File: src/rtl/irq_ctl_pkg.sv
// Package: shared sizes and command codes for the interrupt controller.
// Assumes a fixed count of eight lines and byte-wide registers.
package irq_ctl_pkg;
    localparam int NUM_LINES = 8;
    localparam int IDX_W     = $clog2(NUM_LINES);
    localparam int REQ_W     = IDX_W + 1;
    localparam int DATA_W    = 8;
    localparam int BASE_W    = DATA_W - IDX_W;

    localparam logic [DATA_W-1:0] CMD_EOI     = 8'h20;
    localparam logic [DATA_W-1:0] CMD_SEL_IRR = 8'h0A;
    localparam logic [DATA_W-1:0] CMD_SEL_ISR = 8'h0B;

    typedef enum logic {
        SEL_REQ = 1'b0,
        SEL_SVC = 1'b1
    } rd_sel_e;
endpackage

File: src/rtl/irq_prio_enc.sv
// Module: irq_prio_enc
// Finds the highest set bit of a vector. Assumes N is at least 2.
// The index output is 0 when no bit is set; any_o tells the two cases apart.
module irq_prio_enc #(
    parameter int N = 8,
    parameter int W = $clog2(N)
) (
    input  logic [N-1:0] bits_i,
    output logic         any_o,
    output logic [W-1:0] idx_o
);
    // Scan upward so that the last (highest) set bit wins.
    always_comb begin
        idx_o = '0;
        for (int i = 0; i < N; i++) begin
            if (bits_i[i]) idx_o = W'(i);
        end
    end

    // Any bit set.
    assign any_o = |bits_i;
endmodule

File: src/rtl/irq_isr_gate.sv
// Module: irq_isr_gate
// For every line n, reports whether in-service bits n..N-1 are all clear.
// Assumes the highest line has the highest priority.
module irq_isr_gate #(
    parameter int N = 8
) (
    input  logic [N-1:0] isr_i,
    output logic [N-1:0] open_o
);
    for (genvar g = 0; g < N; g++) begin : g_open
        // Line g is open when no line at or above g is in service.
        assign open_o[g] = ~|isr_i[N-1:g];
    end
endmodule

File: src/rtl/irq_ctl.sv
// Module: irq_ctl
// Eight-line priority interrupt controller with a request register, an
// in-service register and a mask register.
// - The highest line wins an acknowledge.
// - Lines configured as cascade inputs take their vector from a slave.
// Assumes single-cycle strobes and a slave whose vector is registered one
// cycle after its acknowledge.
module irq_ctl
    import irq_ctl_pkg::*;
(
    input  logic              clk,
    input  logic              rst_n,
    input  logic              req_valid_i,
    input  logic [REQ_W-1:0]  req_line_i,
    output logic              irq_o,
    output logic              err_o,
    input  logic              ack_i,
    output logic              vec_valid_o,
    output logic [DATA_W-1:0] vec_o,
    output logic              casc_ack_o,
    input  logic [DATA_W-1:0] casc_vec_i,
    input  logic [NUM_LINES-1:0] casc_map_i,
    input  logic              slave_present_i,
    input  logic [BASE_W-1:0] vec_base_i,
    input  logic              reg_wr_i,
    input  logic              reg_addr_i,
    input  logic [DATA_W-1:0] reg_wdata_i,
    output logic [DATA_W-1:0] reg_rdata_o
);
    logic [NUM_LINES-1:0] irr_q, isr_q, imr_q;
    rd_sel_e              rd_sel_q;
    logic                 eoi_pend_q, irq_q, err_q, vv_q, from_slave_q;
    logic [DATA_W-1:0]    lvec_q;

    logic                 in_range, req_ok;
    logic [IDX_W-1:0]     req_idx;
    logic [NUM_LINES-1:0] req_bit, win_bit, eoi_bit, open_w;
    logic                 irr_any, isr_any, ack_take, to_slave;
    logic                 wr_cmd, eoi_wr;
    logic [IDX_W-1:0]     win_idx, isr_top;
    logic                 irq_d;
    logic [DATA_W-1:0]    lvec_d;

    // Winner among pending requests.
    irq_prio_enc #(.N(NUM_LINES)) u_win_enc (
        .bits_i (irr_q),
        .any_o  (irr_any),
        .idx_o  (win_idx)
    );

    // Top in-service bit, the target of an end-of-interrupt.
    irq_prio_enc #(.N(NUM_LINES)) u_svc_enc (
        .bits_i (isr_q),
        .any_o  (isr_any),
        .idx_o  (isr_top)
    );

    // Per-line blocking by lines in service at or above.
    irq_isr_gate #(.N(NUM_LINES)) u_gate (
        .isr_i  (isr_q),
        .open_o (open_w)
    );

    // Request decode: range check, masking and line bit.
    always_comb begin
        in_range = (req_line_i < REQ_W'(NUM_LINES));
        req_idx  = req_line_i[IDX_W-1:0];
        req_ok   = req_valid_i && in_range && !imr_q[req_idx];
        req_bit  = req_ok ? (NUM_LINES'(1) << req_idx) : '0;
    end

    // Acknowledge decode: winner bit, cascade forwarding and local vector.
    always_comb begin
        ack_take = ack_i && irr_any;
        win_bit  = ack_take ? (NUM_LINES'(1) << win_idx) : '0;
        to_slave = ack_take && casc_map_i[win_idx] && slave_present_i;
        lvec_d   = {vec_base_i, (ack_take ? win_idx : IDX_W'(NUM_LINES - 1))};
    end

    // Command decode on the register port.
    always_comb begin
        wr_cmd  = reg_wr_i && !reg_addr_i;
        eoi_wr  = wr_cmd && (reg_wdata_i == CMD_EOI);
        eoi_bit = (eoi_wr && isr_any) ? (NUM_LINES'(1) << isr_top) : '0;
    end

    // Pulse on a fresh open request, or re-check pending bits after an end-of-interrupt.
    assign irq_d = (req_ok && open_w[req_idx]) ||
                   (eoi_pend_q && |(irr_q & open_w));

    // Core register state.
    always_ff @(posedge clk) begin
        if (!rst_n) begin
            irr_q        <= '0;
            isr_q        <= '0;
            imr_q        <= '0;
            rd_sel_q     <= SEL_REQ;
            eoi_pend_q   <= 1'b0;
            irq_q        <= 1'b0;
            err_q        <= 1'b0;
            vv_q         <= 1'b0;
            from_slave_q <= 1'b0;
            lvec_q       <= '0;
        end else begin
            irr_q        <= (irr_q & ~win_bit) | req_bit;
            isr_q        <= (isr_q & ~eoi_bit) | win_bit;
            eoi_pend_q   <= eoi_wr && isr_any;
            irq_q        <= irq_d;
            err_q        <= req_valid_i && !in_range;
            vv_q         <= ack_i;
            from_slave_q <= to_slave;
            lvec_q       <= lvec_d;
            if (reg_wr_i && reg_addr_i) imr_q <= reg_wdata_i;
            if (wr_cmd && reg_wdata_i == CMD_SEL_IRR) rd_sel_q <= SEL_REQ;
            if (wr_cmd && reg_wdata_i == CMD_SEL_ISR) rd_sel_q <= SEL_SVC;
        end
    end

    // Output drive and register read mux.
    assign irq_o       = irq_q;
    assign err_o       = err_q;
    assign vec_valid_o = vv_q;
    assign vec_o       = from_slave_q ? casc_vec_i : lvec_q;
    assign casc_ack_o  = to_slave;
    assign reg_rdata_o = reg_addr_i ? imr_q :
                         (rd_sel_q == SEL_SVC) ? isr_q : irr_q;
endmodule

File: config.mk
export PLATFORM = sky130hd
export DESIGN_NAME = irq_ctl
export DESIGN_NICKNAME = d
export VERILOG_FILES = /design/src/rtl/irq_ctl_pkg.sv /design/src/rtl/irq_prio_enc.sv /design/src/rtl/irq_isr_gate.sv /design/src/rtl/irq_ctl.sv
export SDC_FILE = /design/constraint.sdc
export NUM_CORES = 1
export LEC_CHECK = 0
export CORE_MARGIN = 2
export CORE_UTILIZATION = 43
export CTS_CLUSTER_DIAMETER = 120
export DETAILED_ROUTE_END_ITERATION = 8
export DONT_BUFFER_PORTS = 1
export PLACE_DENSITY = 0.6
export SYNTH_ARGS = -nofsm -noshare
export SYNTH_HDL_FRONTEND = slang
export SYNTH_HIERARCHICAL = 1
export SYNTH_SLANG_ARGS = --single-unit
File: constraint.sdc
create_clock -name clk -period 3.6 [get_ports clk]
set_input_delay 0.72 -clock clk [delete_from_list [all_inputs] [get_ports clk]]
set_output_delay 0.72 -clock clk [all_outputs]
set_load 0.01 [all_outputs]
==> qor.yml <==
timing:
  setup_violations: 0
  slew_headroom_pct: 52.0
  min_period_ns: 2.72
  tns_ns: 0
  fin_ws_ns: 0.883
  period_share_pct: 75.5
  hold_violations: 0
  timing.hold.ws_ns: 0.480
  rsz0062_at_grt: "no"
  clock.fmax_ghz: 0.368
  skew_ns: 0.00809
  slew_viol_final: 0
  worst_pin_slew_ns: 0.719
worst_setup_path:
  path_cells: "a21oi_1 > o31ai_2 > mux4_2 > mux2i_1 > nor2_1"
  critPathLaunchType: "flip-flop"
  slowest_stage: "mux4_2"
  path_class: "flip-flop to output pin"
  crit_fanout: 5
  end_kind: "output pin"
  cp_top_family: "multiplexers"
  cp.arrival_ns: 2.00
  worst-path-buf-inv: 0
  slowest_delay_ns: 0.55
  cp_data_required_time_ns: 2.88
synthesis:
  async_flop_share_pct: 0
  avgSynthCellArea_sq_um: 8.68
  synthCells: 252
  synth_edf_count: 0
  seq_area_frac_synth_pct: 34.8
  synthFlopType: "dfxtp_1"
  ys_warn_count: 6
  synth_cell_types: 47
  netlist_area_sq_um: 2190
  syn_nets: 292
  ys_seq_elements: 38
route:
  vias_per_cell: 5.86
  first_iter_violations: 157
  wl_mm: 5.47
  wl_met3_um: 301
  wl_per_cell_um: 17.5
  vias: 1833
  ant_nets: 0
  wl_met2_mm: 2.46
  dr.max_layer_used: "met4"
  met1_length_mm: 2.60
  drc: 0
  first_pass_iters: 4
floorplan:
  dieWidth_um: 75.3
  ios: 60
  die_h_um: 75.3
  die_area_sq_um: 5670
  fp-row-count: 25
  start_util_pct: 45.4
  core_region_area_sq_um: 4820
grt:
  antenna_found_initial: 0
  grt_max_degree: 27
  grt_pass1_wl_mm: 8.60
  track_usage_pct: 20.1
  grt_overflow: 0
  grt_pass1_vias: 1679
clock_tree:
  cts_resized: 0
  root_buffer: "clkbuf_8"
  post_cts_buffers: 0
  holdBufCountCts: 0
  clock-sinks: 38
  cts_buffers: 5
  htree_levels: 2
  clk_pin_slew_ns: 0.07
  max-clock-path-buffers: 2
  clkLatencyLatePin_ns: 0.29
  tritoncts: "yes"
finish:
  fin_nets: 285
  layout_common_cells: "38 x dfxtp_1, 23 x nand2_1, 21 x a21oi_1"
  final_common_cell: "dfxtp_1"
  n_antenna_cell: 0
  drive_above_1_share_pct: 13.4
  syn2layout_area_growth_pct: 7.78
  final_cells: 313
place:
  placed_cells: 305
  io_buffer_count: 0
  dpl.hpwl_mm: 4.03
  pre_cts_slack_ns: 1.17
  place.gp.congestion: 0.826
power_and_ir_drop:
  p_leak_nw: 0.782
  powerDensity_nw_per_um2: 424
  ir_drop_uv: 238
run:
  maxCapViolCount: 0
outcome:
  outcome: "finished clean"
worst_hold_path:
  hold_class: "flip-flop to flip-flop"
## cells in the mapped netlist, drive strengths merged, types with 2 or more instances
library cell | n | area [sq um]
a211oi | 2 | 15.0
a21boi | 6 | 45.0
a21oi | 24 | 131
a22oi | 4 | 30.0
a311oi | 8 | 70.1
a31oi | 5 | 31.3
and2 | 7 | 43.8
and3 | 2 | 12.5
and3b | 2 | 17.5
buf | 4 | 26.3
clkbuf | 12 | 45.0
dfxtp | 38 | 761
inv | 11 | 41.3
mux2 | 8 | 90.1
mux2i | 9 | 90.1
mux4 | 6 | 146
nand2 | 23 | 86.3
nand2b | 3 | 18.8
nand3 | 9 | 45.0
nand4 | 3 | 18.8
nor2 | 19 | 71.3
nor2b | 2 | 12.5
nor3 | 8 | 45.0
nor3b | 2 | 15.0
nor4 | 3 | 33.8
o21a | 7 | 52.6
o21ai | 8 | 40.0
o31ai | 5 | 47.5
or4 | 2 | 18.8
## final timing paths
kind,from,end,slack (ns),depth (start not counted)
setup reg to reg,irr_q[2],isr_q[6],1.52,6
hold / removal,imr_q[7],imr_q[7],0.48,2
hold reg to reg,imr_q[7],imr_q[7],0.48,2
setup / recovery,irr_q[1],casc_ack_o,0.88,5
## final cells by class
type	count	area, sq um
sequential	38	761
clock inverter	2	60.1
fill	482	2460
multi-input combinational	187	1310
clock buffer	6	82.6
tap	67	83.8
timing repair buffer	2	15.0
inverter	11	41.3
## report_power, final
group / leakage [nW] / switching, mW / internal (mW)
clock network: 0.0714 / 0.151 / 0.296
registers: 0.311 / 0.0117 / 0.436
logic: 0.400 / 0.0593 / 0.0448
## sequential cells by signal, summed over array words and instances (netlist names)
register	cells
imr_q	8
irr_q	8
isr_q	8
lvec_q	8
eoi_pend_q	1
err_o	1
from_slave_q	1
irq_o	1
rd_sel_q	1
vec_valid_o	1
## worst min-delay path: stages, from the launching register on
cell	delay, ns
dfxtp_1	0.33
nand2_1	0.06
a21oi_1	0.05
## per-stage QoR
stage / util, % / cell area [sq um] / power, mW
6_report: 48.9 / 2360 / 0.999
2_1_floorplan: - / 2190 / 0.548
4_1_cts: 48.9 / 2360 / 1.01
3_3_place_gp: 46.0 / 2210 / 0.561
3_5_place_dp: 46.0 / 2210 / 0.561
5_1_grt: 48.9 / 2360 / 1.04
## cells by family (layout without fill, tap and decap cells)
kind of cell	Yosys count	in the layout	synth area share (%)
AO/OA/AOI/OAI	72	72	22.4
buffers and inverters	27	21	5.15
flip-flops	38	38	34.8
multiplexers	23	23	14.9
AND/OR/NAND/NOR	92	92	22.8
## per-layer routing
layer	up-vias	track usage, %
met4	0	7.21
li1	922	-
met3	10	4.89
met2	49	30.1
met1	852	28.3
met5	-	0
Power figures use the tool's default switching activity.
